## src/rtl/dr_pkg.sv

```systemverilog
// Package: class codes and stall-reason counter indices for the dispatch
// readiness checker. Assumes a 4-bit class code; codes 8..15 are undefined.
package dr_pkg;
    localparam logic [3:0] IC_NOP     = 4'd0;
    localparam logic [3:0] IC_ALU     = 4'd1;
    localparam logic [3:0] IC_BRANCH  = 4'd2;
    localparam logic [3:0] IC_BARRIER = 4'd3;
    localparam logic [3:0] IC_ENDPGM  = 4'd4;
    localparam logic [3:0] IC_GLOBAL  = 4'd5;
    localparam logic [3:0] IC_LOCAL   = 4'd6;
    localparam logic [3:0] IC_FLAT    = 4'd7;

    localparam int RS_READY   = 0;
    localparam int RS_SALU    = 1;
    localparam int RS_VALU    = 2;
    localparam int RS_GM_ISS  = 3;
    localparam int RS_GM_BUS  = 4;
    localparam int RS_GM_COAL = 5;
    localparam int RS_GM_REQ  = 6;
    localparam int RS_SM_ISS  = 7;
    localparam int RS_SM_BUS  = 8;
    localparam int RS_SM_FIFO = 9;
    localparam int RS_LM_ISS  = 10;
    localparam int RS_LM_BUS  = 11;
    localparam int RS_LM_FIFO = 12;
    localparam int RS_FL_ISS  = 13;
    localparam int RS_FL_BUS  = 14;
    localparam int RS_FL_COAL = 15;
    localparam int RS_FL_REQ  = 16;
    localparam int RS_FL_FIFO = 17;
    localparam int NR         = 18;
endpackage

```

## src/rtl/dr_reason_eval.sv

```systemverilog
// Combinational class decoder: produces one hit bit per stall reason
// (bit 0 = ready) and a known-class flag. Assumes the inputs are stable
// for the cycle; it holds no state.
module dr_reason_eval #(
    parameter int FW = 6
) (
    input  logic                  inst_scalar,
    input  logic [3:0]            inst_class,
    input  logic                  salu_rdy,
    input  logic                  valu_rdy,
    input  logic                  gm_issue_rdy,
    input  logic                  gm_bus_rdy,
    input  logic                  coal_rdy,
    input  logic                  reqs_ok,
    input  logic                  sm_issue_rdy,
    input  logic                  sm_bus_rdy,
    input  logic                  lm_issue_rdy,
    input  logic                  lm_bus_rdy,
    input  logic [FW-1:0]         sfifo_space,
    input  logic [FW-1:0]         spend_rd,
    input  logic [FW-1:0]         spend_wr,
    input  logic [FW-1:0]         lfifo_space,
    input  logic [FW-1:0]         lpend_rd,
    input  logic [FW-1:0]         lpend_wr,
    output logic [dr_pkg::NR-1:0] hit,
    output logic                  known
);
    import dr_pkg::*;

    logic          s_room, l_room;
    logic [NR-1:0] fail;

    // FIFO room: pending reads plus writes must be below the free space
    always_comb begin
        s_room = ({1'b0, spend_rd} + {1'b0, spend_wr}) < {1'b0, sfifo_space};
        l_room = ({1'b0, lpend_rd} + {1'b0, lpend_wr}) < {1'b0, lfifo_space};
    end

    // Per-class conjunction of resource conditions, one fail bit each
    always_comb begin
        fail  = '0;
        known = 1'b1;
        case (inst_class)
            IC_NOP, IC_ALU, IC_BRANCH, IC_BARRIER: begin
                if (inst_scalar) fail[RS_SALU] = !salu_rdy;
                else             fail[RS_VALU] = !valu_rdy;
            end
            IC_ENDPGM: begin
                if (inst_scalar) fail[RS_SALU] = !salu_rdy;
            end
            IC_GLOBAL: begin
                if (inst_scalar) begin
                    fail[RS_SM_ISS]  = !sm_issue_rdy;
                    fail[RS_SM_BUS]  = !sm_bus_rdy;
                    fail[RS_SM_FIFO] = !s_room;
                end else begin
                    fail[RS_GM_ISS]  = !gm_issue_rdy;
                    fail[RS_GM_BUS]  = !gm_bus_rdy;
                    fail[RS_GM_COAL] = !coal_rdy;
                    fail[RS_GM_REQ]  = !reqs_ok;
                end
            end
            IC_LOCAL: begin
                if (inst_scalar) known = 1'b0;
                else begin
                    fail[RS_LM_ISS]  = !lm_issue_rdy;
                    fail[RS_LM_BUS]  = !lm_bus_rdy;
                    fail[RS_LM_FIFO] = !l_room;
                end
            end
            IC_FLAT: begin
                if (inst_scalar) known = 1'b0;
                else begin
                    fail[RS_FL_ISS]  = !(gm_issue_rdy && lm_issue_rdy);
                    fail[RS_FL_BUS]  = !(gm_bus_rdy && lm_bus_rdy);
                    fail[RS_FL_COAL] = !coal_rdy;
                    fail[RS_FL_REQ]  = !reqs_ok;
                    fail[RS_FL_FIFO] = !l_room;
                end
            end
            default: known = 1'b0;
        endcase
    end

    // Ready bit replaces bit 0 of the fail vector
    always_comb begin
        hit           = fail;
        hit[RS_READY] = known && (fail == '0);
    end
endmodule

```

## config.mk

```make
export PLATFORM = sky130hd
export DESIGN_NAME = dr_reason_eval
export DESIGN_NICKNAME = d
export VERILOG_FILES = /design/src/rtl/dr_pkg.sv /design/src/rtl/dr_reason_eval.sv
export SDC_FILE = /design/constraint.sdc
export NUM_CORES = 1
export LEC_CHECK = 0
export BUFFER_PORTS_ARGS = -buffer_cell sky130_fd_sc_hd__buf_4
export CAP_MARGIN = 15
export CORE_MARGIN = 4
export CORE_UTILIZATION = 45
export DETAILED_ROUTE_END_ITERATION = 6
export GPL_TIMING_DRIVEN = 0
export PLACE_DENSITY = 0.91
export SLEW_MARGIN = 20
export SYNTH_ARGS = -nofsm -noshare
export SYNTH_HDL_FRONTEND = slang
export SYNTH_SLANG_ARGS = --single-unit
```

## constraint.sdc

```tcl
create_clock -name vclk -period 5.3
set_input_delay 0 -clock vclk [all_inputs]
set_output_delay 0 -clock vclk [all_outputs]
set_load 0.02 [all_outputs]
```

==> flow_metrics.py <==
metrics = {
    "power_and_ir_drop": {
        "static-leakage-power_nw": 0.789,
        "total_power_divided_by_cell_area_nw_per_um2": 92.1,
        "switching_share_pct": 46.3,
        "combPwrFrac_pct": 100.0,
        "seqPwrFrac_pct": 0,
        "power.share.clock_pct": 0,
        "cell_internal_power_uw": 69.2,
        "p_switching_uw": 59.6,
        "vdd.ir_drop.worst_uv": 55.0,
    },
    "place": {
        "dp_hpwl_um": 2480,
        "dpl_cells": 212,
        "gp_congestion": 0.911,
        "placement.io_buffers": 69,
    },
    "synth": {
        "ys_warn_count": 0,
        "syn_avg_cell_area_um2": 7.21,
        "share_of_synthesized_area_occupied_by_flip_flops_and_latches_pct": 0,
        "syn_inst": 118,
        "netlist.area_leader.share_pct": 32.4,
        "post_synth_instance_area_um2": 851,
        "ranking_of_synthesized_cells_by_area": "sky130_fd_sc_hd__ha_1 32%, sky130_fd_sc_hd__nor2_1 7.5%, sky130_fd_sc_hd__inv_1 6.2%",
        "synth.largest_area_cell": "sky130_fd_sc_hd__ha_1",
        "synthesis.nets": 193,
        "netlist-cell-type-count": 29,
    },
    "floorplanning": {
        "boundaryPins": 70,
        "floorplan.initialDensity_pct": 48.2,
        "die_area_um2": 2650,
        "die_w_um": 51.5,
        "floorplan.die.height_um": 51.5,
        "coreArea_um2": 1760,
        "number_of_placement_rows": 15,
    },
    "worst_setup_path": {
        "required_time_reported_for_the_critical_path_endpoint_ns": 5.30,
        "critPathMaxFanout": 2,
        "critical-path-slowest-cell": "sky130_fd_sc_hd__fa_1",
        "crit_path_start_kind": "input port",
        "cp_top_family": "compound AO/OA/AOI/OAI gates",
        "critical_path_buf_inv_count": 2,
        "cp_cell_sequence": "buf_4, ha_1, fa_1, a21o_1, a21oi_2, xnor2_1, ha_1, a21o_1, a211oi_2, o21ai_1, o31a_1, nor3_2, buf_4",
        "cp_slowest_stage_delay_ns": 0.40,
        "worstSetupPathType": "input port to primary output",
        "worst-endpoint-arrival_ns": 2.60,
        "endpoint_type_of_the_worst_setup_path": "primary output",
    },
    "timing": {
        "finalSetupViolations": 0,
        "grt_setup_unrepaired": "no",
        "final.period_utilization_pct": 49.1,
        "max-slew-margin-rel_pct": 76.5,
        "hold_violations": 0,
        "fin_tns_setup_ns": 0,
        "achievable_frequency_ghz": 0.384,
        "worst_slew_pin_slew_ns": 0.352,
        "maxSlewViolCount": 0,
        "layout_min_cycle_time_ns": 2.60,
    },
    "outcome": {
        "run_status": "finished clean",
    },
    "finish": {
        "drive_gt1_share_pct": 39.6,
        "mostFrequentLayoutCells": "69 x sky130_fd_sc_hd__buf_4, 22 x sky130_fd_sc_hd__ha_1, 17 x sky130_fd_sc_hd__nor2_1, 14 x sky130_fd_sc_hd__inv_1, 8 x sky130_fd_sc_hd__a21oi_1",
        "fin_cells": 212,
        "final-seq-area_um2": 0,
        "clock_buffer_count": 0,
        "finish.net_count": 264,
        "design.seq.count": 0,
        "diodes": 0,
        "synthToLayoutAreaGrowth_pct": 64.6,
        "layout_commonest_cell": "sky130_fd_sc_hd__buf_4",
    },
    "detailed_routing": {
        "drc": 0,
        "detailedRoute.firstPassIterationCount": 4,
        "routed_wl_um": 2680,
        "vias": 1132,
        "drt.antenna.violating_nets": 0,
        "routed_via_density": 5.34,
        "detail_route.iter0.violations": 13,
        "avgRoutedWirePerCell_um": 12.6,
    },
    "cts": {
        "cts-resized-gates": 0,
        "cts.repair_timing.setup_buffer_count": 0,
        "cts_hold_buffers": 0,
    },
    "grt": {
        "globalRoute.totalOverflow": 0,
        "grt_antenna_before_repair": 0,
        "grt_first_pass_wirelength_um": 4260,
        "maximum_number_of_pins_on_one_net_before_global_route_repair": 11,
        "grt_util_all_layers_pct": 20.0,
        "grt_pass1_vias": 1100,
    },
    "job": {
        "max_cap_violations": 0,
    },
    "worst_hold_path": {
        "tightest_hold_check_type": "input port to primary output",
    },
}
==> final cells by class <==
type	count	area, µm²
multi-input cells	103	795
repair buffers	69	518
fillers	138	364
inverters	14	52.6
well taps	25	31.3
plain buffers	1	3.75
==> kinds of logic after synthesis <==
kind of cell	share of synthesized area (%)
AO/OA/AOI/OAI	28.5
AND/OR/NAND/NOR	20.6
adder cells (fa/ha/maj)	37.1
buffers and inverters	6.62
XOR/XNOR	7.21
==> power by group through the flow <==
| stage | Clock [mW] | Sequential [mW] | Combinational (mW) |
|---|---|---|---|
| after CTS | 0 | 0 | 0.130 |
| final | 0 | 0 | 0.129 |
| after global routing | 0 | 0 | 0.145 |
| after floorplan | 0 | 0 | 0.0765 |
| after detailed placement | 0 | 0 | 0.129 |
| after global placement | 0 | 0 | 0.122 |
==> worst paths after layout <==
path / startpoint / endpoint / slack, ns / depth (start not counted)
max: lpend_rd[0] / hit[0] / 2.70 / 13
min: sm_issue_rdy / hit[7] / 0.26 / 3
==> cells in the mapped netlist, types with 2 or more instances <==
master,n
sky130_fd_sc_hd__nand2_1,5
sky130_fd_sc_hd__nand4_1,2
sky130_fd_sc_hd__nand2b_1,3
sky130_fd_sc_hd__nor3_1,2
sky130_fd_sc_hd__xnor2_1,5
sky130_fd_sc_hd__fa_1,2
sky130_fd_sc_hd__o21ai_0,6
sky130_fd_sc_hd__inv_1,14
sky130_fd_sc_hd__a211oi_1,3
sky130_fd_sc_hd__nor2_1,17
sky130_fd_sc_hd__a211oi_2,2
sky130_fd_sc_hd__a31oi_1,3
sky130_fd_sc_hd__ha_1,22
sky130_fd_sc_hd__a21o_1,6
sky130_fd_sc_hd__xor2_1,2
sky130_fd_sc_hd__a21oi_1,8
sky130_fd_sc_hd__nand3_1,2
sky130_fd_sc_hd__o21bai_1,3
==> layer usage <==
metal | share of wire, % | routed length [µm] | global-route usage (%)
met1 | 33 | 880 | 19.7
met2 | 53 | 1410 | 39.8
met3 | 10 | 267 | 2.62
met4 | 4.5 | 121 | 9.61
met5 | 0 | 0 | 0
==> stage by stage <==
stage | setup WS, ns | instance area [µm²] | power (mW) | utilization (%) | hold slack (ns)
finish | 2.70 | 1400 | 0.129 | 79.4 | 0.265
global route | 2.48 | 1400 | 0.145 | 79.4 | 0.279
CTS | 2.68 | 1400 | 0.130 | 79.4 | 0.265
detailed placement | 2.68 | 1400 | 0.129 | 79.4 | 0.263
global placement | 2.73 | 1400 | 0.122 | 79.4 | 0.262
floorplan | 2.90 | 851 | 0.0765 | - | 0.0766
Note: power is estimated with default switching activity, not from simulation.
